==> config.mk <==
export PLATFORM = sky130hd
export DESIGN_NAME = stack_frame_unit
export DESIGN_NICKNAME = d
export VERILOG_FILES = /design/src/rtl/sfu_pkg.sv /design/src/rtl/sfu_decode.sv /design/src/rtl/sfu_page_guard.sv /design/src/rtl/stack_frame_unit.sv
export SDC_FILE = /design/constraint.sdc
export NUM_CORES = 1
export LEC_CHECK = 0
export ABC_AREA = 0
export ABC_CLOCK_PERIOD_IN_PS = 8800
export BUFFER_PORTS_ARGS = -buffer_cell sky130_fd_sc_hd__buf_2
export CAP_MARGIN = 20
export CORE_UTILIZATION = 60
export CTS_CLUSTER_DIAMETER = 50
export DETAILED_ROUTE_END_ITERATION = 10
export PLACE_DENSITY = 0.87
export SETUP_SLACK_MARGIN = 0.02
export SYNTH_ARGS = -nofsm -noshare
export SYNTH_HDL_FRONTEND = slang
export SYNTH_SLANG_ARGS = --single-unit
==> constraint.sdc <==
create_clock -name clk_i -period 8.8 [get_ports clk_i]
set_input_delay 0.44 -clock clk_i [delete_from_list [all_inputs] [get_ports clk_i]]
set_output_delay 0.44 -clock clk_i [all_outputs]
set_load 0.05 [all_outputs]
==> src/rtl/sfu_pkg.sv <==
package sfu_pkg;
    typedef enum logic [2:0] {
        OP_NONE, OP_PUSH, OP_POP, OP_SAV, OP_RET, OP_LDSP, OP_LDFP
    } op_e;

    typedef enum logic [2:0] {
        ST_IDLE, ST_STEP, ST_MEM, ST_FLTW, ST_FLTR, ST_DONE
    } st_e;

    localparam logic [2:0] MAJOR_IO  = 3'b011;
    localparam logic [5:0] DEV_STACK = 6'd1;
    localparam logic [2:0] XF_PUSH   = 3'b010;
    localparam logic [2:0] XF_POP    = 3'b001;
    localparam logic [2:0] XF_FRAME  = 3'b101;
    localparam logic [2:0] XF_LOAD   = 3'b110;
    localparam int unsigned FRAME_WORDS = 5;
endpackage

==> src/rtl/sfu_decode.sv <==
module sfu_decode
    import sfu_pkg::*;
(
    input  logic [15:0] instr_i,
    output op_e         op_o,
    output logic [1:0]  sel_o
);
    logic [2:0] xf;
    logic [1:0] md;
    logic       hit;

    assign xf    = instr_i[10:8];
    assign md    = instr_i[7:6];
    assign sel_o = instr_i[12:11];
    assign hit   = (instr_i[15:13] == MAJOR_IO) && (instr_i[5:0] == DEV_STACK);

    always_comb begin
        op_o = OP_NONE;
        if (hit) begin
            unique case ({xf, md})
                {XF_PUSH,  2'b00}: op_o = OP_PUSH;
                {XF_POP,   2'b00}: op_o = OP_POP;
                {XF_FRAME, 2'b00}: op_o = OP_SAV;
                {XF_FRAME, 2'b10}: op_o = OP_RET;
                {XF_LOAD,  2'b00}: op_o = OP_LDSP;
                {XF_LOAD,  2'b01}: op_o = OP_LDFP;
                default:           op_o = OP_NONE;
            endcase
        end
    end
endmodule

==> src/rtl/sfu_page_guard.sv <==
module sfu_page_guard #(
    parameter int W  = 16,
    parameter int PB = 8
) (
    input  logic [W-1:0] cur_i,
    input  logic         down_i,
    output logic [W-1:0] nxt_o,
    output logic         cross_o
);
    assign nxt_o = down_i ? cur_i - W'(1) : cur_i + W'(1);

    generate
        if (PB < W) begin : g_paged
            assign cross_o = (nxt_o[W-1:PB] != cur_i[W-1:PB]);
        end else begin : g_flat
            assign cross_o = 1'b0;
        end
    endgenerate
endmodule

==> src/rtl/stack_frame_unit.sv <==
module stack_frame_unit
    import sfu_pkg::*;
#(
    parameter int          W         = 16,
    parameter int          PAGE_BITS = 8,
    parameter logic [15:0] SP_RST    = 16'h0040,
    parameter logic [15:0] FP_RST    = 16'h0040,
    parameter logic [15:0] SAVE_LOC  = 16'd0,
    parameter logic [15:0] VEC_LOC   = 16'd3
) (
    input  logic          clk_i,
    input  logic          rst_ni,
    input  logic          start_i,
    input  logic [W-1:0]  instr_i,
    input  logic [W-2:0]  pc_i,
    input  logic          int_en_i,
    input  logic [W-1:0]  ac0_i,
    input  logic [W-1:0]  ac1_i,
    input  logic [W-1:0]  ac2_i,
    input  logic [W-1:0]  ac3_i,
    input  logic          carry_i,
    output logic          busy_o,
    output logic          done_o,
    output logic [W-1:0]  ac0_o,
    output logic [W-1:0]  ac1_o,
    output logic [W-1:0]  ac2_o,
    output logic [W-1:0]  ac3_o,
    output logic          carry_o,
    output logic [W-1:0]  sp_o,
    output logic [W-1:0]  fp_o,
    output logic          jump_o,
    output logic [W-2:0]  jump_pc_o,
    output logic          fault_o,
    output logic          mem_req_o,
    output logic          mem_we_o,
    output logic [W-1:0]  mem_addr_o,
    output logic [W-1:0]  mem_wdata_o,
    input  logic [W-1:0]  mem_rdata_i,
    input  logic          mem_ready_i
);
    localparam logic [2:0] LAST_IDX = 3'(FRAME_WORDS - 1);

    typedef struct packed {
        st_e                 st;
        op_e                 op;
        logic [1:0]          sel;
        logic [2:0]          idx;
        logic                ie;
        logic [W-2:0]        pc;
        logic [W-1:0]        sp;
        logic [W-1:0]        fp;
        logic [3:0][W-1:0]   ac;
        logic                cy;
        logic                req;
        logic                we;
        logic [W-1:0]        addr;
        logic [W-1:0]        wdata;
        logic                jump;
        logic                fault;
        logic [W-2:0]        jpc;
    } sfu_state_t;

    sfu_state_t q, d;

    op_e               dec_op;
    logic [1:0]        dec_sel;
    logic [3:0][W-1:0] ac_in;
    logic              step_down;
    logic [W-1:0]      step_nxt;
    logic              step_cross;
    logic              is_last;
    logic [W-1:0]      push_word;

    assign ac_in = {ac3_i, ac2_i, ac1_i, ac0_i};

    sfu_decode u_dec (
        .instr_i (instr_i),
        .op_o    (dec_op),
        .sel_o   (dec_sel)
    );

    assign step_down = (q.op == OP_POP) || (q.op == OP_RET);

    sfu_page_guard #(.W(W), .PB(PAGE_BITS)) u_guard (
        .cur_i   (q.sp),
        .down_i  (step_down),
        .nxt_o   (step_nxt),
        .cross_o (step_cross)
    );

    assign is_last = ((q.op == OP_SAV) || (q.op == OP_RET)) ? (q.idx == LAST_IDX) : 1'b1;

    always_comb begin
        push_word = q.ac[q.sel];
        if (q.op == OP_SAV) begin
            unique case (q.idx)
                3'd0, 3'd1, 3'd2: push_word = q.ac[q.idx[1:0]];
                3'd3:             push_word = q.fp;
                default:          push_word = {q.cy, q.ac[3][W-2:0]};
            endcase
        end
    end

    always_comb begin
        d = q;
        unique case (q.st)
            ST_IDLE: begin
                if (start_i) begin
                    d.op    = dec_op;
                    d.sel   = dec_sel;
                    d.ac    = ac_in;
                    d.cy    = carry_i;
                    d.pc    = pc_i;
                    d.ie    = int_en_i;
                    d.idx   = '0;
                    d.jump  = 1'b0;
                    d.fault = 1'b0;
                    unique case (dec_op)
                        OP_PUSH, OP_POP, OP_SAV: d.st = ST_STEP;
                        OP_RET: begin
                            d.sp = q.fp;
                            d.st = ST_STEP;
                        end
                        OP_LDSP: begin
                            d.sp = ac_in[dec_sel];
                            d.st = ST_DONE;
                        end
                        OP_LDFP: begin
                            d.fp = ac_in[dec_sel];
                            d.st = ST_DONE;
                        end
                        default: d.st = ST_DONE;
                    endcase
                end
            end
            ST_STEP: begin
                d.req = 1'b1;
                if (step_cross && q.ie) begin
                    d.we    = 1'b1;
                    d.addr  = SAVE_LOC;
                    d.wdata = {1'b0, q.pc};
                    d.st    = ST_FLTW;
                end else begin
                    d.sp = step_nxt;
                    d.st = ST_MEM;
                    if (step_down) begin
                        d.we   = 1'b0;
                        d.addr = q.sp;
                    end else begin
                        d.we    = 1'b1;
                        d.addr  = step_nxt;
                        d.wdata = push_word;
                    end
                end
            end
            ST_MEM: begin
                if (mem_ready_i) begin
                    d.req = 1'b0;
                    if (q.op == OP_POP) begin
                        d.ac[q.sel] = mem_rdata_i;
                    end else if (q.op == OP_RET) begin
                        if (q.idx == 3'd0) begin
                            d.cy  = mem_rdata_i[W-1];
                            d.jpc = mem_rdata_i[W-2:0];
                        end else begin
                            d.ac[2'(3'd4 - q.idx)] = mem_rdata_i;
                        end
                    end
                    if (is_last) begin
                        d.st = ST_DONE;
                        if (q.op == OP_SAV) begin
                            d.fp    = q.sp;
                            d.ac[3] = q.sp;
                        end else if (q.op == OP_RET) begin
                            d.fp   = q.ac[3];
                            d.jump = 1'b1;
                        end
                    end else begin
                        d.idx = q.idx + 3'd1;
                        d.st  = ST_STEP;
                    end
                end
            end
            ST_FLTW: begin
                if (mem_ready_i) begin
                    d.we   = 1'b0;
                    d.addr = VEC_LOC;
                    d.st   = ST_FLTR;
                end
            end
            ST_FLTR: begin
                if (mem_ready_i) begin
                    d.req   = 1'b0;
                    d.jpc   = mem_rdata_i[W-2:0];
                    d.jump  = 1'b1;
                    d.fault = 1'b1;
                    d.st    = ST_DONE;
                end
            end
            default: d.st = ST_IDLE;
        endcase
    end

    always_ff @(posedge clk_i) begin
        if (!rst_ni) begin
            q    <= '0;
            q.sp <= SP_RST;
            q.fp <= FP_RST;
        end else begin
            q <= d;
        end
    end

    assign busy_o      = (q.st != ST_IDLE);
    assign done_o      = (q.st == ST_DONE);
    assign ac0_o       = q.ac[0];
    assign ac1_o       = q.ac[1];
    assign ac2_o       = q.ac[2];
    assign ac3_o       = q.ac[3];
    assign carry_o     = q.cy;
    assign sp_o        = q.sp;
    assign fp_o        = q.fp;
    assign jump_o      = q.jump;
    assign jump_pc_o   = q.jpc;
    assign fault_o     = q.fault;
    assign mem_req_o   = q.req;
    assign mem_we_o    = q.we;
    assign mem_addr_o  = q.addr;
    assign mem_wdata_o = q.wdata;
endmodule

==> impl_metrics.csv, run 1 <==
group,metric,value,unit
pwr,switchingPower,2.60,mW
place,dpl-instance-area,12700,µm²
die,die_h,145,µm
worst_setup_path,cp_max_fo,43,
place,dp.cells,1757,
global_routing,grt_pass1_vias,10922,
worst_setup_path,cp.required,9.14,ns
synthesis,synth_fp_nets,1589,
die,initial_core_util,0.611,
min_path,hold_path.class,"input pin to flip-flop",
synthesis,syn_area,12300,µm²
die,std_cell_rows,52,
detailed_routing,drt-total-wl,39800,µm
sta,slew_headroom,0.276,
cts,cts_setup_buffers,0,
cts,clk_pin_slew,0.07,ns
place,pre_cts_ws,2.92,ns
final_layout,area_growth,8.25,%
synthesis,syn_area_per_cell,8.52,µm²
detailed_routing,viasPerCell,6.69,
worst_setup_path,cp_data_arrival_time,6.02,ns
sta,tightest_slew,1.08,ns
synthesis,synth_edf_count,0,
worst_setup_path,path_class,"flip-flop to flip-flop",
synthesis,synthArstFlopShare,0,
pwr,p_int,2.25,mW
pwr,p_clk_frac,0.155,
place,portBuffers,266,
worst_setup_path,cp-end-kind,"flip-flop",
pwr,power_leakage,6.17,nW
sta,min_period,5.68,ns
sta,final_max_slew_viol_count,0,
final_layout,final_layout_size_suffix_gt1_frac,0.263,
final_layout,fillCellCount,1620,
place,hpwl,29000,µm
detailed_routing,wl_per_cell,22.2,µm
sta,fin_skew,0.0122,ns
cts,post_cts_resized,0,
die,pin_count,267,
synthesis,synth_xor_area_frac,0.0161,
pwr,switching_share,0.536,
synthesis,synth_adder_area_share,0.0260,
run,drv_cap,0,
cts,cts_tree,"done",
detailed_routing,drt_iter0_drc,1556,
global_routing,grt.total_usage,0.368,
synthesis,synth-main-ff-cell,"dfxtp_1",
global_routing,antenna_found_initial,2,
global_routing,grt_start_max_net_pins,110,
synthesis,ys_ff_latch,175,
cts,clk_latency,0.44,ns
cts,cts_made_buffers,17,
cts,cts_hold_buf,0,
pwr,p_per_area,363,nW/µm²
sta,fin_ws,3.12,ns
die,dieArea,21100,µm²
die,coreArea,20200,µm²
die,fp.dieW,145,µm
cts,clock_sinks,175,
sta,fmaxAchievable,176,MHz
synthesis,yosysUniqueCellTypes,74,
synthesis,seq_area_frac_synth,0.284,
detailed_routing,num_vias,12001,
cts,cts-root-buf,"clkbuf_16",
synthesis,synth_cells,1447,
sta,hold_viol,0,
detailed_routing,drtPass1Iterations,6,
place,gp_congestion,0.944,
global_routing,grt_pass1_wl,61200,µm
detailed_routing,drc,0,
sta,setup_viol,0,
cts,cts-htree-levels,4,
sta,grt_setup_unrepaired,"no",
pwr,seq_power_share,0.292,
detailed_routing,ant_nets,0,
final_layout,instances_no_fill,1794,
sta,finalCritPeriodShare,0.646,
final_layout,stdcell_area,13300,µm²
pwr,ir_drop,275,µV
pwr,combPwrFrac,0.553,
sta,tns,0,ns
synthesis,yosys_warnings,0,
synthesis,yosys.area_share.simple,0.165,
synthesis,synth_top_family_by_area,"compound AO/OA/AOI/OAI gates",
synthesis,synth_compound_area_frac,0.238,
synthesis,synthMuxAreaShare,0.144,
cts,clock_path_buffers,2,
global_routing,grt-ovfl-total,0,
final_layout,fin_nets,1651,
run_status,status,"complete, no violations",
worst_setup_path,critPathLaunchType,"flip-flop",
==> area by class of cell <==
type | instances | area (µm²) | area share
antenna | 2 | 5.00 | 0.000375
clock buffer | 18 | 429 | 0.0322
clock inverter | 14 | 138 | 0.0103
inverter | 16 | 60.1 | 0.00450
multi-input combinational | 1004 | 7320 | 0.548
sequential | 175 | 3500 | 0.262
tap | 270 | 338 | 0.0253
timing repair buffer | 295 | 1560 | 0.117
==> synth_stat cells, types with 4 or more instances <==
master	instances	share of area
nand2_1	203	0.062
dfxtp_1	175	0.28
buf_4	145	0.088
clkbuf_1	91	0.028
a21oi_1	90	0.037
nor2_1	80	0.024
o21ai_0	73	0.030
mux2i_1	66	0.054
a22oi_1	63	0.038
o211a_1	50	0.041
mux4_2	48	0.088
nor3b_1	32	0.019
nor3_1	26	0.011
a21boi_0	24	0.015
ha_1	24	0.024
a211oi_1	22	0.013
a22o_1	22	0.016
and2_1	22	0.011
nor2b_1	20	0.010
a221oi_1	18	0.013
inv_1	15	0.0046
nand3_1	11	0.0045
o22ai_1	10	0.0051
xnor2_1	9	0.0064
buf_1	8	0.0024
buf_2	7	0.0028
o211ai_1	6	0.0037
xor2_1	6	0.0043
a31oi_1	5	0.0025
a21o_1	4	0.0024
and3_1	4	0.0020
nand2b_1	4	0.0020
nand3b_1	4	0.0024
o21a_1	4	0.0024
==> layout by cell type, fill, tap and decap left out, types with 22 or more instances in the layout <==
cell      Yosys  layout
a21boi_0     24      24
a21oi_1      90      87
a22o_1       22      22
a22oi_1      63      63
and2_1       22      22
buf_2         7     265
buf_4       145      29
dfxtp_1     175     175
ha_1         24      24
mux2i_1      66      66
mux4_2       48      48
nand2_1     203     203
nor2_1       80      80
nor3_1       26      23
nor3b_1      32      32
o211a_1      50      50
o21ai_0      73      73
==> metrics by stage <==
stage	total power, mW	util	hold slack (ns)
6_report	4.85	0.662	0.248
5_1_grt	5.05	0.662	0.261
4_1_cts	4.78	0.660	0.248
3_5_place_dp	4.03	0.632	0.441
3_3_place_gp	3.96	0.630	0.431
2_1_floorplan	3.62	-	0.426
==> flip-flops by register name, summed over array words and instances (netlist names), 16 cells and up <==
signal       cells
sp_o            16
fp_o            16
mem_wdata_o     16
ac3_o           16
ac1_o           16
ac2_o           16
mem_addr_o      16
ac0_o           16
q               27
==> critical path, stage by stage (launching register included) <==
cell and delay, ns:
dfxtp_1 0.44, nor3b_2 0.38, nor2_1 0.07, buf_4 0.24, inv_2 0.54, ha_1 0.48, a21oi_1 0.36, o21ai_1 0.12
a2111oi_0 0.69, mux2_2 0.44, nor4_4 0.33, o211ai_2 0.22, nor4_2 0.63, buf_4 0.28, nor3_1 0.05, nor3b_1 0.28
==> cell families (layout without fill, tap and decap cells) <==
family	count (synthesis)	in the layout
multiplexers	117	117
AO/OA/AOI/OAI	418	418
buffers and inverters	268	343
other	0	2
AND/OR/NAND/NOR	426	426
flip-flops	175	175
XOR/XNOR	18	18
adder cells (fa/ha/maj)	25	25
==> final timing paths <==
| check | from | endpoint | slack [ns] | cells past startpoint |
|---|---|---|---|---|
| worst max-delay path | q[170] | sp_o[10] | 3.12 | 15 |
| worst min-delay path | pc_i[7] | q[155] | 0.25 | 3 |
| worst max register to register | q[170] | sp_o[10] | 3.12 | 15 |
| worst min register to register | mem_addr_o[9] | mem_addr_o[9] | 0.45 | 2 |
==> power groups by stage <==
stage	combinational, mW	clock, mW	sequential, mW
after floorplan	2.33	0	1.29
after global placement	2.57	0	1.39
after detailed placement	2.62	0	1.41
after CTS	2.64	0.745	1.39
after global routing	2.82	0.781	1.44
final	2.68	0.750	1.42
==> routing by layer <==
layer	track usage	vias up	part of all wire
met5	0	-	0
met4	0.136	0	0.034
met3	0.0708	124	0.12
met2	0.580	975	0.45
met1	0.503	5635	0.39
li1	-	5267	-
No activity file was read; power rests on OpenSTA's default activity.
==> run 2: changes to the inputs <==
Settings changed: ABC_CLOCK_PERIOD_IN_PS 8800 to 4700, CORE_UTILIZATION 60 to 51, PLACE_DENSITY 0.87 to 0.79.
Clock period 8.8 ns to 4.7 ns, I/O delays scaled along.
==> run 2 against run 1 <==
  * Via count is 1.6% lower
  * Critical path depth shrank 1
  * Non-clock buffer count increased by 18
  * Sequential share of layout area fell by 0.44 points
  * Global-route usage down 3.6 points
  * Clock power grew 87%
  * Count of clock-buffer cells in the layout decreased by 1
  * Fmax increased by 32%
  * Register-to-register slack got worse by 2.7 ns
  * First-iteration DRC count grew 3.8%
  * Clock skew is 0.0039 ns higher
  * Combinational power grew 89%
  * Critical endpoint is now sp_o[6]
==> impl_metrics.csv, run 2 (synthesis gave the netlist of run 1 again) <==
group,metric,value,unit
detailed_routing,viasPerCell,6.34,
place,dp.cells,1826,
cts,clk_latency,0.45,ns
cts,cts_tree,"done",
place,dpl-instance-area,13000,µm²
final_layout,area_growth,10.1,%
pwr,switchingPower,4.87,mW
sta,final_max_slew_viol_count,0,
sta,min_period,4.30,ns
sta,grt_setup_unrepaired,"no",
global_routing,grt-ovfl-total,0,
final_layout,fin_nets,1669,
worst_setup_path,cp_max_fo,17,
die,pin_count,267,
global_routing,grt_pass1_vias,10777,
detailed_routing,wl_per_cell,22.2,µm
die,die_h,157,µm
min_path,hold_path.class,"input pin to flip-flop",
cts,clock_sinks,175,
worst_setup_path,cp-end-kind,"flip-flop",
sta,tightest_slew,1.13,ns
place,portBuffers,266,
global_routing,antenna_found_initial,3,
cts,cts_hold_buf,0,
cts,clock_path_buffers,2,
sta,hold_viol,0,
final_layout,instances_no_fill,1862,
run,drv_cap,0,
die,initial_core_util,0.522,
final_layout,largest-register,"q",
sta,fmaxAchievable,233,MHz
final_layout,stdcell_area,13600,µm²
sta,fin_skew,0.0161,ns
final_layout,final_layout_size_suffix_gt1_frac,0.273,
die,std_cell_rows,56,
detailed_routing,drt-total-wl,41300,µm
sta,tns,0,ns
detailed_routing,drtPass1Iterations,6,
min_path,hold_start,"pc_i[11]",
pwr,combPwrFrac,0.557,
pwr,ir_drop,478,µV
worst_setup_path,r2r-end,"sp_o[6]",
detailed_routing,ant_nets,0,
worst_setup_path,r2r_slack,0.40,ns
min_path,worstHoldPathCells,3,
final_layout,layout_commonest_cell,"buf_2",
pwr,power,9.10,mW
cts,cts_made_buffers,17,
worst_setup_path,path_class,"flip-flop to flip-flop",
cts,cts-root-buf,"clkbuf_16",
worst_setup_path,r2r_start,"q[170]",
global_routing,grt_pass1_wl,62900,µm
final_layout,largest_reg_flops,27,
worst_setup_path,r2r_cells,14,
global_routing,grt.total_usage,0.332,
die,fp.dieW,157,µm
cts,clk_pin_slew,0.07,ns
pwr,power_leakage,6.27,nW
worst_setup_path,cp.required,4.98,ns
pwr,p_int,4.23,mW
final_layout,layout_common_cells,"buf_2, nand2_1, dfxtp_1, a21oi_1, nor2_1",
detailed_routing,drc,0,
pwr,switching_share,0.535,
detailed_routing,num_vias,11813,
sta,slew_headroom,0.243,
detailed_routing,drt_iter0_drc,1615,
cts,cts_setup_buffers,0,
pwr,seq_power_share,0.289,
min_path,hold_path_end,"q[159]",
global_routing,grt_start_max_net_pins,90,
place,gp_congestion,0.940,
cts,cts-htree-levels,4,
cts,post_cts_resized,0,
die,dieArea,24800,µm²
sta,setup_viol,0,
die,coreArea,23600,µm²
pwr,p_per_area,671,nW/µm²
worst_setup_path,critPathLaunchType,"flip-flop",
pwr,p_clk_frac,0.154,
place,hpwl,30800,µm
sta,finalCritPeriodShare,0.915,
run_status,status,"complete, no violations",
worst_setup_path,cp_data_arrival_time,4.58,ns
## run 2: cell types whose count changed in the layout (fill, tap and decap cells not counted), sizes merged
cell | previous run | this run
clkinv | 3 | 4
buf | 295 | 313
diode | 2 | 3
clkbuf | 18 | 17
## run 2: stage by stage
stage	utilization	hold WS (ns)	worst slack [ns]
5_1_grt	0.575	0.0311	0.108
3_5_place_dp	0.549	0.443	0.253
2_1_floorplan	-	0.380	0.0768
4_1_cts	0.573	0.0325	0.217
3_3_place_gp	0.549	0.438	0.383
6_report	0.575	0.0392	0.401
## run 2: power by group through the flow
stage          Clock, mW  Combinational [mW]  Sequential (mW)
2_1_floorplan          0                4.36             2.41
3_3_place_gp           0                4.89             2.60
3_5_place_dp           0                4.99             2.63
4_1_cts             1.41                5.01             2.60
5_1_grt             1.47                5.36             2.69
6_report            1.40                5.07             2.63
## run 2: worst max path at each step
stage          slack (ns)             end  startpoint
6_report             0.40         sp_o[6]      q[170]
5_1_grt              0.11  mem_addr_o[15]      q[170]
4_1_cts              0.22         sp_o[5]      q[170]
3_5_place_dp         0.25         sp_o[5]      q[170]
3_3_place_gp         0.38         sp_o[6]      q[170]
2_1_floorplan        0.08         sp_o[6]      q[170]
## run 2: critical path: stages (launching register included)
cell,delay (ns)
dfxtp_1,0.44
nor3b_2,0.27
nor2_1,0.10
inv_2,0.27
ha_1,0.37
a21o_1,0.23
and2_1,0.19
a2111oi_0,0.30
buf_4,0.19
mux2_2,0.35
nor4_4,0.32
o211ai_2,0.22
or4_4,0.65
a21oi_2,0.21
a41oi_2,0.05
## run 2: layer usage
metal,up-vias,track usage,part of all wire
li1,5301,-,-
met1,5551,0.461,0.41
met2,864,0.507,0.44
met3,97,0.0694,0.12
met4,0,0.119,0.030
met5,-,0,0
## run 2: area by class of cell
cell class	instances	area [µm²]
Sequential cell	175	3500
Clock inverter	15	140
Tap cell	319	399
Fill cell	2158	10000
Antenna cell	3	7.51
Timing Repair Buffer	313	1720
Clock buffer	17	425
Inverter	16	60.1
Multi-Input combinational cell	1004	7320
